===== src/rtl/xport_pkg.sv =====
`timescale 1ns/1ps
package xport_pkg;

  typedef enum logic [1:0] {
    SEL_DIR = 2'd0,
    SEL_DAT = 2'd1,
    SEL_PIN = 2'd2,
    SEL_PUC = 2'd3
  } reg_sel_e;

  typedef enum logic [1:0] {
    FN_IN   = 2'd0,
    FN_ADDR = 2'd1,
    FN_GPIO = 2'd2
  } pin_fn_e;

  localparam logic [2:0] MODE_EXT_A = 3'd4;
  localparam logic [2:0] MODE_EXT_B = 3'd5;
  localparam logic [2:0] MODE_MIXED = 3'd6;

  // Function of one pin given the operating mode and its direction bit.
  function automatic pin_fn_e pin_function(input logic [2:0] mode, input logic dir_bit);
    pin_fn_e fn;
    if (mode == MODE_EXT_A || mode == MODE_EXT_B) begin
      fn = FN_ADDR;
    end else if (mode == MODE_MIXED) begin
      fn = dir_bit ? FN_ADDR : FN_IN;
    end else begin
      fn = dir_bit ? FN_GPIO : FN_IN;
    end
    return fn;
  endfunction

  // Whether an address pin may drive in the present standby state.
  function automatic logic addr_may_drive(input logic sw, input logic hold);
    return !sw || hold;
  endfunction

endpackage


===== src/rtl/xport_sync.sv =====
`timescale 1ns/1ps
module xport_sync #(
  parameter int W      = 8,
  parameter int STAGES = 2
) (
  input  logic         clk,
  input  logic         rst_n,
  input  logic [W-1:0] d_in,
  output logic [W-1:0] d_out
);
  localparam int LAST = STAGES - 1;

  logic [W-1:0] stage_q [STAGES];

  for (genvar s = 0; s < STAGES; s++) begin : g_stage
    if (s == 0) begin : g_first
      always_ff @(posedge clk) begin
        if (!rst_n) stage_q[s] <= '0;
        else        stage_q[s] <= d_in;
      end
    end else begin : g_next
      always_ff @(posedge clk) begin
        if (!rst_n) stage_q[s] <= '0;
        else        stage_q[s] <= stage_q[s-1];
      end
    end
  end

  assign d_out = stage_q[LAST];
endmodule


===== src/rtl/xport_regs.sv =====
`timescale 1ns/1ps
module xport_regs
  import xport_pkg::*;
#(
  parameter int           W        = 8,
  parameter logic [W-1:0] DIR_FILL = '1
) (
  input  logic         clk,
  input  logic         rst_n,
  input  logic         hw_stby,
  input  logic         bus_wr,
  input  logic [1:0]   bus_sel,
  input  logic [W-1:0] bus_wdata,
  input  logic [W-1:0] pin_rb,
  output logic [W-1:0] dir_q,
  output logic [W-1:0] dat_q,
  output logic [W-1:0] puc_q,
  output logic [W-1:0] rd_data,
  output logic         wr_dir,
  output logic         wr_dat,
  output logic         wr_puc
);
  reg_sel_e sel;
  assign sel = reg_sel_e'(bus_sel);

  assign wr_dir = bus_wr && (sel == SEL_DIR);
  assign wr_dat = bus_wr && (sel == SEL_DAT);
  assign wr_puc = bus_wr && (sel == SEL_PUC);

  always_ff @(posedge clk) begin
    if (!rst_n) begin
      dir_q <= '0;
      dat_q <= '0;
      puc_q <= '0;
    end else begin
      if (hw_stby)     dir_q <= '0;
      else if (wr_dir) dir_q <= bus_wdata;
      if (wr_dat)      dat_q <= bus_wdata;
      if (wr_puc)      puc_q <= bus_wdata;
    end
  end

  always_comb begin
    unique case (sel)
      SEL_DIR: rd_data = DIR_FILL;
      SEL_DAT: rd_data = dat_q;
      SEL_PIN: rd_data = pin_rb;
      SEL_PUC: rd_data = puc_q;
      default: rd_data = DIR_FILL;
    endcase
  end
endmodule


===== src/rtl/xport_pin_cell.sv =====
`timescale 1ns/1ps
module xport_pin_cell
  import xport_pkg::*;
(
  input  pin_fn_e fn,
  input  logic    hw_stby,
  input  logic    sw_stby,
  input  logic    hold_en,
  input  logic    addr_bit,
  input  logic    hold_bit,
  input  logic    dat_bit,
  input  logic    puc_bit,
  input  logic    pad_bit,
  output logic    out_bit,
  output logic    oe_bit,
  output logic    pu_bit,
  output logic    rb_bit
);
  logic drive;

  always_comb begin
    unique case (fn)
      FN_ADDR: begin
        drive   = addr_may_drive(sw_stby, hold_en);
        out_bit = sw_stby ? hold_bit : addr_bit;
      end
      FN_GPIO: begin
        drive   = 1'b1;
        out_bit = dat_bit;
      end
      default: begin
        drive   = 1'b0;
        out_bit = 1'b0;
      end
    endcase
  end

  assign oe_bit = drive && !hw_stby;
  assign pu_bit = (fn == FN_IN) && puc_bit && !hw_stby;
  assign rb_bit = oe_bit ? out_bit : pad_bit;
endmodule


===== src/rtl/xport_ctrl.sv =====
`timescale 1ns/1ps
module xport_ctrl
  import xport_pkg::*;
#(
  parameter int           W           = 8,
  parameter int           SYNC_STAGES = 2,
  parameter logic [W-1:0] DIR_FILL    = '1
) (
  input  logic         clk,
  input  logic         rst_n,
  input  logic [2:0]   op_mode,
  input  logic         hw_stby,
  input  logic         sw_stby,
  input  logic         hold_en,
  input  logic [W-1:0] addr_in,
  input  logic         bus_wr,
  input  logic [1:0]   bus_sel,
  input  logic [W-1:0] bus_wdata,
  output logic [W-1:0] rd_data,
  input  logic [W-1:0] pad_in,
  output logic [W-1:0] pin_out,
  output logic [W-1:0] pin_oe,
  output logic [W-1:0] pin_pu
);
  logic [W-1:0] dir_q, dat_q, puc_q;
  logic         wr_dir, wr_dat, wr_puc;
  logic [W-1:0] pad_sync;
  logic [W-1:0] pin_rb;
  logic [W-1:0] addr_hold_q;
  logic [W-1:0] addr_pin_mask;
  logic [W-1:0] input_mask;
  pin_fn_e      fn_vec [W];

  xport_regs #(.W(W), .DIR_FILL(DIR_FILL)) regs_i (
    .clk(clk), .rst_n(rst_n), .hw_stby(hw_stby),
    .bus_wr(bus_wr), .bus_sel(bus_sel), .bus_wdata(bus_wdata),
    .pin_rb(pin_rb),
    .dir_q(dir_q), .dat_q(dat_q), .puc_q(puc_q), .rd_data(rd_data),
    .wr_dir(wr_dir), .wr_dat(wr_dat), .wr_puc(wr_puc)
  );

  xport_sync #(.W(W), .STAGES(SYNC_STAGES)) sync_i (
    .clk(clk), .rst_n(rst_n), .d_in(pad_in), .d_out(pad_sync)
  );

  // Address captured every cycle outside software standby.
  always_ff @(posedge clk) begin
    if (!rst_n)        addr_hold_q <= '0;
    else if (!sw_stby) addr_hold_q <= addr_in;
  end

  for (genvar i = 0; i < W; i++) begin : g_pin
    assign fn_vec[i]        = pin_function(op_mode, dir_q[i]);
    assign addr_pin_mask[i] = (fn_vec[i] == FN_ADDR);
    assign input_mask[i]    = (fn_vec[i] == FN_IN);

    xport_pin_cell cell_i (
      .fn(fn_vec[i]), .hw_stby(hw_stby), .sw_stby(sw_stby), .hold_en(hold_en),
      .addr_bit(addr_in[i]), .hold_bit(addr_hold_q[i]), .dat_bit(dat_q[i]),
      .puc_bit(puc_q[i]), .pad_bit(pad_sync[i]),
      .out_bit(pin_out[i]), .oe_bit(pin_oe[i]), .pu_bit(pin_pu[i]), .rb_bit(pin_rb[i])
    );
  end
endmodule


===== config.mk =====
export PLATFORM = sky130hd
export DESIGN_NAME = xport_ctrl
export DESIGN_NICKNAME = d
export VERILOG_FILES = /design/src/rtl/xport_pkg.sv /design/src/rtl/xport_sync.sv /design/src/rtl/xport_regs.sv /design/src/rtl/xport_pin_cell.sv /design/src/rtl/xport_ctrl.sv
export SDC_FILE = /design/constraint.sdc
export NUM_CORES = 1
export LEC_CHECK = 0
export ABC_AREA = 1
export BUFFER_PORTS_ARGS = -buffer_cell sky130_fd_sc_hd__buf_2
export CELL_PAD_IN_SITES_DETAIL_PLACEMENT = 1
export CELL_PAD_IN_SITES_GLOBAL_PLACEMENT = 1
export CORE_MARGIN = 2
export CORE_UTILIZATION = 41
export DETAILED_ROUTE_END_ITERATION = 7
export PLACE_DENSITY = 0.82
export SKIP_CTS_REPAIR_TIMING = 1
export SLEW_MARGIN = 20
export SYNTH_ARGS = -nofsm -noshare
export SYNTH_HDL_FRONTEND = slang
export SYNTH_HIERARCHICAL = 1
export SYNTH_SLANG_ARGS = --single-unit

===== constraint.sdc =====
create_clock -name clk -period 2.73 [get_ports clk]
set_input_delay 0.273 -clock clk [delete_from_list [all_inputs] [get_ports clk]]
set_output_delay 0.273 -clock clk [all_outputs]
set_load 0.1 [all_outputs]

* After elaboration in Yosys (flattened, before gate mapping)
Memories as Yosys holds them, arrays and structs flattened.
Index checks and enable logic that the tools add are counted.
** Word-level totals
- Memories :: 1
- Output and inout bits :: 32
- Word-level logic and storage cells :: 140
- RAM bits :: 16
- Input port bits :: 35
- Bits in registers :: 32
** Operators by class
- Muxes and demuxes :: 69
- Reduce and logical (&&, ||, !) cells :: 41
- Equality and inequality tests :: 22
- Bitwise operators :: 3
** Memory list
- sync_i.stage_q :: words 2, width 8, rd ports 2, clocked after memory_dff 0, write ports 2, RTL line xport_sync.sv:13 : logic [W-1:0] stage_q [STAGES];
** Operators by type and width (number)
- $mux 2 :: 24
- $pmux 1 s2 :: 16
- $pmux 8 s4 :: 1
- $logic_and 1x1->1 :: 27
- $mux 1 :: 26
- $eq 2x2->1 const B :: 10
- $eq 2x1->1 const B :: 9
- $logic_not 2->1 :: 9
- $mux 8 :: 2
- $eq 3x3->1 const B :: 3
- $logic_not 1->1 :: 2
- $logic_or 1x1->1 :: 2
- $or 1x1->1 :: 2
- $reduce_or 2->1 :: 1
- $not 1->1 :: 1

* Logic depth before layout (Yosys ltp)
Gate-level depths: netlist of run 1.
- Word-level depth :: 8
- Depth in mapped cells :: 14
- Gate-level depth less buffers :: 14

* Modules after synthesis
Netlist of run 1, hierarchy kept.
** Modules (own cells, without submodules)
- xport_pin_cell :: instances 8, cells each 29, area each 160.2 um^2, seq. area each 0.0 um^2
- xport_regs :: instances 1, cells each 183, area each 1169.9 um^2, seq. area each 480.5 um^2
- xport_ctrl :: instances 1, cells each 88, area each 488.0 um^2, seq. area each 160.2 um^2
- xport_sync :: instances 1, cells each 50, area each 484.2 um^2, seq. area each 320.3 um^2

* Least setup slack after synthesis of run 1
OpenSTA, ideal clock, no wires.
- Path type :: in2out
- Start point :: input port op_mode[2]
- End point :: output port rd_data[0]
- Slack :: -386 ps
- Path buffers :: 1
- Cell stages on the path :: 14
- Arrival :: 2843 ps
- Required time :: 2457 ps
- Path through :: inv_2 > or2_1 > buf_6 > nand2_1 > inv_1 > ha_1 > inv_2 > nor2_4 > inv_2 > a21oi_4 > nand2_1 > nand2_1 > nand2_1 > o211ai_1
** RTL lines
- from (decl) :: RTL line xport_ctrl.sv:11 : input logic [2:0] op_mode,
- to (decl) :: RTL line xport_ctrl.sv:19 : output logic [W-1:0] rd_data,

==> impl_metrics.json, run 1 <==
{
  "run_status": "completed",
  "crit-reg2reg-capture": "regs_i/dat_q[4]",
  "worstRegToRegCells": 4,
  "grt_pass1_wl_mm": 15.6,
  "startpoint_type": "input port",
  "place.detailed.instances": 710,
  "cts-root-to-sink-buffers": 2,
  "internal-power_mw": 1.09,
  "slowest_stage": "sky130_fd_sc_hd__or2_1",
  "setup_viol": 0,
  "h-tree-depth": 2,
  "tritoncts.num_buffers": 5,
  "crit_end": "rd_data[4]",
  "vdd_drop_max_uv": 202,
  "timing_hold_violations_final": 0,
  "die_area_um2": 9070,
  "via_per_inst": 4.73,
  "placementRows": 33,
  "r2r_setup_slack_ps": 1990,
  "slew_viol_final": 0,
  "max_freq_mhz": 388,
  "maximum_number_of_pins_on_one_net_before_global_route_repair": 41,
  "drt-initial-drc-count": 82,
  "drt_pre_antenna_iters": 4,
  "setup.worst_path.end_class": "output port",
  "worst_path_most_repeated_cell": "sky130_fd_sc_hd__nand2_1",
  "p_seq_share_pct": 44.5,
  "timing.critical_path.required_ps": 2460,
  "timing.critical_path.fanout_max": 8,
  "power.clock.fraction_pct": 25.6,
  "cts.sinks": 48,
  "place.port_buffers": 66,
  "syn-mean-instance-area_um2": 6.20,
  "max-slew-margin-rel_pct": 51.4,
  "cp_num_buf_inv": 6,
  "core_region_area_um2": 8130,
  "first_element_of_the_critical_path": "op_mode[2]",
  "register_area_um2": 961,
  "antenna_cells": 0,
  "final_cycle_utilization_of_the_critical_path_pct": 94.5,
  "final.setup_skew_ps": 2.41,
  "floorplan.initialDensity_pct": 41.9,
  "crit_chain": "buf_2, inv_12, or2_1, nand2_1, inv_1, ha_1, inv_2, nor2_4, inv_2, a21oi_4, nand2_1, nand2_1, nand2_1, o211ai_1, buf_12",
  "drc_errors": 0,
  "finalWorstPathRequiredPeriod_ps": 2580,
  "layout.nets": 671,
  "chipWidth_um": 95.2,
  "tritoncts": "done",
  "detail-route-antenna-nets": 0,
  "worst_r2r_startpoint": "regs_i/dat_q[4]",
  "worst_slew_pin_slew_ps": 726,
  "power_switching_share_pct": 35.5,
  "rsz_0062_raised_after_global_routing": "false",
  "routabilityCongestion": 0.920,
  "boundaryPins": 67,
  "comb_power_share_pct": 29.8,
  "wl_per_cell_um": 13.3,
  "grt-ovfl-total": 0,
  "drv.max_cap_violation_count": 0,
  "holdCritPathClass": "in -> reg",
  "route.vias.total": 3394,
  "crit_path_max_incr_delay_ps": 330,
  "layoutNonFillerInstCount": 718,
  "crit_family": "simple AND/OR/NAND/NOR gates",
  "power_density_nw_per_um2": 417,
  "hpwl_mm": 7.73,
  "insertion_delay_ps": 300,
  "vias_in_the_first_global_route": 3504,
  "antenna_violations_before_repair": 0,
  "final_setup_tns_ps": 0,
  "power.static_leakage_nw": 2.19,
  "cts_root_buffer": "sky130_fd_sc_hd__clkbuf_8",
  "crit_arrival_ps": 2310,
  "die_y_um": 95.2,
  "detail_route.wirelength_mm": 9.54,
  "mappedNetlistNets": 609,
  "clk_transition_reported_paths_ps": 80,
  "synthesis.instances": 550,
  "path_depth": 15,
  "final_layout_size_suffix_gt1_share_pct": 21.2,
  "grtUsageTotal_pct": 22.2,
  "num-fill-cells": 1143,
  "flow.area_growth_from_synthesis_pct": 18.7,
  "footprint_of_the_multi_input_gates_um2": 1900,
  "critPathKind": "in -> out",
  "synth.cell_area_um2": 3410,
  "switchingPower_mw": 0.600,
  "synth-warning-count": 6
}
==> metrics by stage <==
stage / setup slack (ps) / power (mW) / util [%] / hold WS (ps) / instance area (um2)
2_1_floorplan: -355 / 1.12 / - / 365 / 3450
3_3_place_gp: 255 / 1.26 / 48.6 / 392 / 3950
3_5_place_dp: 138 / 1.28 / 48.6 / 404 / 3950
4_1_cts: 132 / 1.71 / 49.7 / 149 / 4040
5_1_grt: 11.2 / 1.78 / 49.8 / 157 / 4050
6_report: 151 / 1.69 / 49.8 / 156 / 4050
==> registers in the layout (all words and copies together) (netlist names) <==
| register | count |
|---|---|
| sync_i/stage_q | 16 |
| addr_hold_q | 8 |
| regs_i/dat_q | 8 |
| regs_i/dir_q | 8 |
| regs_i/puc_q | 8 |
==> routing by layer <==
layer | track usage [%] | up-vias | part of all wire, %
met1 | 23.2 | 1621 | 40
met3 | 3.16 | 10 | 2.8
met2 | 45.5 | 49 | 56
met5 | 0 | - | 0
li1 | - | 1714 | -
met4 | 5.43 | 0 | 1.1
==> worst min path at each step <==
stage | from | to | slack, ps | cells past startpoint
floorplan | pad_in[2] | sync_i/stage_q[0][2] | 360 | 2
global placement | sync_i/stage_q[0][6] | sync_i/stage_q[1][6] | 390 | 2
detailed placement | sync_i/stage_q[0][6] | sync_i/stage_q[1][6] | 400 | 2
CTS | pad_in[4] | sync_i/stage_q[0][4] | 150 | 3
global route | pad_in[4] | sync_i/stage_q[0][4] | 160 | 3
finish | pad_in[1] | sync_i/stage_q[0][1] | 160 | 3
==> power groups by stage <==
stage	Combinational (mW)	Sequential, mW	Clock, mW
floorplan	0.355	0.763	0
global placement	0.487	0.769	0
detailed placement	0.506	0.770	0
CTS	0.508	0.754	0.451
global route	0.553	0.757	0.474
finish	0.504	0.753	0.433
==> worst register-to-register path, stage by stage, from the launching register on <==
cell	delay (ps)
sky130_fd_sc_hd__dfxtp_1	390
sky130_fd_sc_hd__inv_1	60
sky130_fd_sc_hd__nand2_1	70
sky130_fd_sc_hd__nand2_1	70
sky130_fd_sc_hd__nor2_1	100
==> cells in the final DEF, fill, tap and decap left out, types with 3 or more instances in the layout <==
master,count
sky130_fd_sc_hd__a21oi_4,8
sky130_fd_sc_hd__nor2_4,9
sky130_fd_sc_hd__ha_1,23
sky130_fd_sc_hd__buf_4,3
sky130_fd_sc_hd__o211ai_1,8
sky130_fd_sc_hd__nand2_2,13
sky130_fd_sc_hd__clkbuf_8,6
sky130_fd_sc_hd__nand3b_1,6
sky130_fd_sc_hd__buf_2,58
sky130_fd_sc_hd__nand2_1,182
sky130_fd_sc_hd__a21oi_1,13
sky130_fd_sc_hd__nand3_1,8
sky130_fd_sc_hd__o21ai_0,8
sky130_fd_sc_hd__dfxtp_1,48
sky130_fd_sc_hd__inv_2,16
sky130_fd_sc_hd__nor2_1,77
sky130_fd_sc_hd__inv_1,107
sky130_fd_sc_hd__buf_12,8
==> final cells by class <==
type / count / area share [%]
Sequential cell: 48 / 23.7
Clock buffer: 8 / 2.22
Timing Repair Buffer: 69 / 11.7
Multi-Input combinational cell: 362 / 47.0
Inverter: 126 / 12.1
Tap cell: 105 / 3.24
Power figures use the tool's default switching activity.
==> run 2: changes to the inputs <==
- ABC_AREA: 1 -> default
- BUFFER_PORTS_ARGS: -buffer_cell sky130_fd_sc_hd__buf_2 -> default
- CORE_UTILIZATION: 41 -> 52
- DONT_BUFFER_PORTS: default -> 1
- PLACE_DENSITY: 0.82 -> 0.81
==> impl_metrics.json, run 2 <==
{
  "run_status": "completed",
  "layout.cells.most_common_list": "sky130_fd_sc_hd__dfxtp_1 (48), sky130_fd_sc_hd__mux2i_1 (32), sky130_fd_sc_hd__nand2_1 (32)",
  "die_y_um": 81.3,
  "power.static_leakage_nw": 1.57,
  "met3_wirelength_um": 404,
  "grt-ovfl-total": 0,
  "boundaryPins": 67,
  "place.port_buffers": 0,
  "slew_viol_final": 0,
  "cp_num_buf_inv": 2,
  "placementRows": 28,
  "worstRegToRegCells": 2,
  "die_area_um2": 6620,
  "mappedNetlistNets": 373,
  "synth-warning-count": 6,
  "chipWidth_um": 81.3,
  "max_freq_mhz": 377,
  "drv.max_cap_violation_count": 0,
  "wirelength_met1_mm": 3.44,
  "vias_in_the_first_global_route": 2473,
  "timing_hold_violations_final": 0,
  "r2r_setup_slack_ps": 1930,
  "drc_errors": 0,
  "power_switching_share_pct": 29.6,
  "hpwl_mm": 5.72,
  "crit_arrival_ps": 2380,
  "finalWorstPathRequiredPeriod_ps": 2650,
  "h-tree-depth": 2,
  "drt_pre_antenna_iters": 4,
  "synth.cell_area_um2": 3110,
  "max_ffs_per_register": 16,
  "path_depth": 9,
  "tritoncts": "done",
  "detail_route.wirelength_mm": 8.18,
  "final_setup_tns_ps": 0,
  "crit_chain": "nand2b_1, a21boi_2, inv_1, ha_1, nor3b_4, mux2_4, mux2i_2, a2bb2oi_4, buf_12",
  "via_per_inst": 5.73,
  "critPathKind": "reg -> out",
  "worst_slew_pin_slew_ps": 889,
  "dr.max_layer_used": "met4",
  "grtUsageTotal_pct": 24.7,
  "crit_family": "multiplexers",
  "tritoncts.num_buffers": 5,
  "vdd_drop_max_uv": 264,
  "clk_transition_reported_paths_ps": 80,
  "cts.sinks": 48,
  "cts-root-to-sink-buffers": 2,
  "synthesis.instances": 314,
  "comb_power_share_pct": 24.8,
  "slowest_stage": "sky130_fd_sc_hd__dfxtp_1",
  "setup_viol": 0,
  "floorplan.initialDensity_pct": 53.2,
  "report.power.total_mw": 1.58,
  "flow.area_growth_from_synthesis_pct": 22.9,
  "antenna_cells": 0,
  "crit-reg2reg-capture": "regs_i/puc_q[6]",
  "layout.cells.most_common": "sky130_fd_sc_hd__dfxtp_1",
  "antenna_violations_before_repair": 0,
  "layout.nets": 393,
  "p_seq_share_pct": 47.3,
  "syn-mean-instance-area_um2": 9.91,
  "startpoint_of_the_lowest_slack_hold_path": "rst_n",
  "route.vias.total": 2350,
  "timing.critical_path.fanout_max": 3,
  "worst_r2r_startpoint": "regs_i/puc_q[6]",
  "holdCritPathClass": "in -> reg",
  "drt-initial-drc-count": 109,
  "min_path_cells": 1,
  "maximum_number_of_pins_on_one_net_before_global_route_repair": 65,
  "internal-power_mw": 1.11,
  "switchingPower_mw": 0.466,
  "final_cycle_utilization_of_the_critical_path_pct": 97.2,
  "cts_root_buffer": "sky130_fd_sc_hd__clkbuf_8",
  "num-fill-cells": 606,
  "setup.worst_path.end_class": "output port",
  "rsz_0062_raised_after_global_routing": "true",
  "wl_per_cell_um": 19.9,
  "routabilityCongestion": 0.766,
  "detailroute.wirelength.met2_mm": 4.25,
  "power.clock.fraction_pct": 27.9,
  "startpoint_type": "flip-flop",
  "final_layout_size_suffix_gt1_share_pct": 39.7,
  "hold_path_end": "sync_i/stage_q[1][1]",
  "max-slew-margin-rel_pct": 40.5,
  "grt_pass1_wl_mm": 12.3,
  "detail-route-antenna-nets": 0,
  "timing.critical_path.required_ps": 2460,
  "final.setup_skew_ps": 0.502,
  "crit_path_max_incr_delay_ps": 360,
  "registers.top_by_ff_count": "sync_i/stage_q",
  "insertion_delay_ps": 300,
  "core_region_area_um2": 5850,
  "power_density_nw_per_um2": 412
}
==> run 2: worst register-to-register path, cell delays in order (launching register included) <==
cell	delay, ps
sky130_fd_sc_hd__dfxtp_1	430
sky130_fd_sc_hd__nand2_1	90
sky130_fd_sc_hd__mux2i_1	180
==> run 2: per-layer routing <==
metal,vias up,GRT usage (%)
met5,-,0
met1,1178,30.9
met2,61,43.1
met4,0,6.27
li1,1103,-
met3,8,4.89
==> run 2: layout make-up <==
type	count	area, um2	share of cell area (%)
Sequential cell	48	961	25.1
Timing Repair Buffer	26	295	7.72
Inverter	16	60.1	1.57
Tap cell	75	93.8	2.45
Clock buffer	8	90.1	2.36
Multi-Input combinational cell	237	2320	60.8
==> run 2: worst max path at each step <==
stage,startpoint,to,slack (ps)
final,regs_i/dir_q[4],rd_data[4],80
after global routing,regs_i/dir_q[0],rd_data[0],-40
after CTS,regs_i/dir_q[0],rd_data[0],-30
after detailed placement,regs_i/dir_q[0],rd_data[0],310
after global placement,op_mode[2],rd_data[1],370
after floorplan,op_mode[2],rd_data[1],-340
==> run 2: power groups by stage <==
stage | clock network [mW] | registers [mW] | logic, mW
finish | 0.440 | 0.745 | 0.390
global route | 0.488 | 0.749 | 0.407
CTS | 0.453 | 0.745 | 0.388
detailed placement | 0 | 0.762 | 0.385
global placement | 0 | 0.760 | 0.375
floorplan | 0 | 0.756 | 0.329
==> run 2: through the flow <==
| stage | cells | utilization (%) | worst slack (ps) | hold WS (ps) | instance area, um2 |
|---|---|---|---|---|---|
| 3_3_place_gp | 401 | 63.1 | 374 | 399 | 3690 |
| 6_report | 410 | 65.4 | 75.7 | 97.7 | 3820 |
| 3_5_place_dp | 401 | 63.1 | 313 | 406 | 3690 |
| 5_1_grt | 410 | 65.4 | -40.8 | 82.6 | 3820 |
| 4_1_cts | 409 | 64.6 | -25.8 | 92.1 | 3780 |
| 2_1_floorplan | 314 | - | -343 | 401 | 3380 |
==> run 3: changes to the inputs <==
- CORE_UTILIZATION: 52 -> 54
- CTS_BUF_LIST: default -> sky130_fd_sc_hd__clkbuf_8
- PLACE_DENSITY: 0.81 -> 0.84
==> impl_metrics.json, run 3 (same netlist as run 2, synthesis figures left out) <==
{
  "run_status": "complete, but fails checks",
  "failed_checks": "negative setup slack",
  "max_freq_mhz": 366,
  "cts.sinks": 48,
  "critPathKind": "reg -> out",
  "boundaryPins": 67,
  "holdCritPathClass": "in -> reg",
  "layout.cells.most_common_list": "sky130_fd_sc_hd__dfxtp_1 (44), sky130_fd_sc_hd__mux2i_1 (32), sky130_fd_sc_hd__nand2_1 (32)",
  "place.port_buffers": 0,
  "placementRows": 27,
  "hpwl_mm": 5.90,
  "power_density_nw_per_um2": 426,
  "wl_per_cell_um": 25.3,
  "r2r_setup_slack_ps": 1850,
  "first_element_of_the_critical_path": "regs_i/dir_q[1]",
  "vdd_drop_max_uv": 229,
  "power.clock.fraction_pct": 30.0,
  "drt_pre_antenna_iters": 5,
  "tritoncts": "done",
  "startpoint_type": "flip-flop",
  "max_ffs_per_register": 16,
  "h-tree-depth": 2,
  "internal-power_mw": 1.13,
  "crit-reg2reg-capture": "regs_i/dat_q[1]",
  "finalWorstPathRequiredPeriod_ps": 2740,
  "crit_chain": "nand2b_1, a21boi_2, inv_1, ha_1, nor3b_4, mux2_4, mux2i_4, a2bb2oi_4, buf_12",
  "power.static_leakage_nw": 1.59,
  "crit_path_max_incr_delay_ps": 390,
  "tightest_hold_margin_ps": 84.1,
  "layout.nets": 395,
  "crit_end": "rd_data[1]",
  "power_switching_share_pct": 31.5,
  "worst_r2r_startpoint": "regs_i/dat_q[1]",
  "final_setup_tns_ps": -5.71,
  "via_per_inst": 6.02,
  "die_area_um2": 6380,
  "timing.critical_path.fanout_max": 3,
  "tritoncts.num_buffers": 5,
  "final_cycle_utilization_of_the_critical_path_pct": 100,
  "p_seq_share_pct": 45.2,
  "grt_pass1_wl_mm": 14.2,
  "worst_slew_pin_slew_ps": 980,
  "clk_transition_reported_paths_ps": 90,
  "num-fill-cells": 563,
  "worstRegToRegCells": 2,
  "pre_cts_slack_ps": 326,
  "drc_errors": 0,
  "detail_route.wirelength_mm": 10.4,
  "timing_hold_violations_final": 0,
  "vias_in_the_first_global_route": 2699,
  "timing.critical_path.required_ps": 2460,
  "antenna_violations_before_repair": 0,
  "route.vias.total": 2462,
  "crit_arrival_ps": 2460,
  "chipWidth_um": 79.9,
  "final_area_um2": 3880,
  "routabilityCongestion": 0.778,
  "drt-initial-drc-count": 169,
  "switchingPower_mw": 0.521,
  "maximum_number_of_pins_on_one_net_before_global_route_repair": 65,
  "core_region_area_um2": 5540,
  "grt-ovfl-total": 0,
  "final_layout_size_suffix_gt1_share_pct": 42.0,
  "setup_viol": 1,
  "layout.cells.most_common": "sky130_fd_sc_hd__dfxtp_1",
  "floorplan.initialDensity_pct": 56.1,
  "detail-route-antenna-nets": 0,
  "max-slew-margin-rel_pct": 34.4,
  "insertion_delay_ps": 310,
  "cts-root-to-sink-buffers": 2,
  "setup.worst_path.end_class": "output port",
  "comb_power_share_pct": 24.8,
  "finalWorstSetupSlack_ps": -5.71,
  "crit_family": "multiplexers",
  "cp_num_buf_inv": 2,
  "final.setup_skew_ps": 1.71,
  "drv.max_cap_violation_count": 0,
  "grtUsageTotal_pct": 29.9,
  "flow.area_growth_from_synthesis_pct": 24.7,
  "cts_root_buffer": "sky130_fd_sc_hd__clkbuf_8",
  "die_y_um": 79.9,
  "slew_viol_final": 0,
  "slowest_stage": "sky130_fd_sc_hd__dfxtp_1",
  "registers.top_by_ff_count": "sync_i/stage_q",
  "path_depth": 9,
  "post_place_cell_area_um2": 3690,
  "finish.utilization_pct": 70.0
}
==> run 3: cell count changes in the layout (fill, tap and decap cells not counted), sizes merged <==
cell	before	now
buf	26	28
clkbuf	8	7
diode	0	1
==> run 3: stage by stage <==
stage	std cells	power [mW]
global route	408	1.70
floorplan	314	1.08
finish	409	1.65
global placement	398	1.13
CTS	405	1.63
detailed placement	398	1.15
==> run 3: power groups by stage <==
stage / clock (mW) / sequential, mW / combinational, mW
final: 0.496 / 0.748 / 0.410
after global placement: 0 / 0.759 / 0.374
after detailed placement: 0 / 0.762 / 0.386
after CTS: 0.487 / 0.747 / 0.392
after global routing: 0.522 / 0.751 / 0.424
after floorplan: 0 / 0.756 / 0.329
==> run 3: metal layers <==
metal	up-vias	track usage, %	share of wire [%]
met1	1227	34.8	39
met2	107	51.4	52
met4	0	13.4	3.0
met5	-	0	0
li1	1107	-	-
met3	21	7.58	6.4
==> run 3: worst min-delay path by stage <==
stage / from / end / slack [ps] / depth (start not counted)
after floorplan: rst_n / addr_hold_q[0] / 400 / 1
after global placement: rst_n / sync_i/stage_q[1][1] / 400 / 1
after detailed placement: rst_n / sync_i/stage_q[1][1] / 410 / 1
after CTS: rst_n / sync_i/stage_q[1][2] / 80 / 1
after global routing: pad_in[2] / sync_i/stage_q[0][2] / 90 / 1
final: rst_n / sync_i/stage_q[1][2] / 80 / 1
==> run 3: layout make-up <==
| cell class | instances | area [um2] | area share, % |
|---|---|---|---|
| antenna | 1 | 2.50 | 0.0645 |
| clock buffer | 7 | 96.3 | 2.48 |
| inverter | 16 | 60.1 | 1.55 |
| multi-input combinational | 237 | 2350 | 60.7 |
| sequential | 48 | 966 | 24.9 |
| tap | 72 | 90.1 | 2.32 |
| timing repair buffer | 28 | 310 | 8.00 |
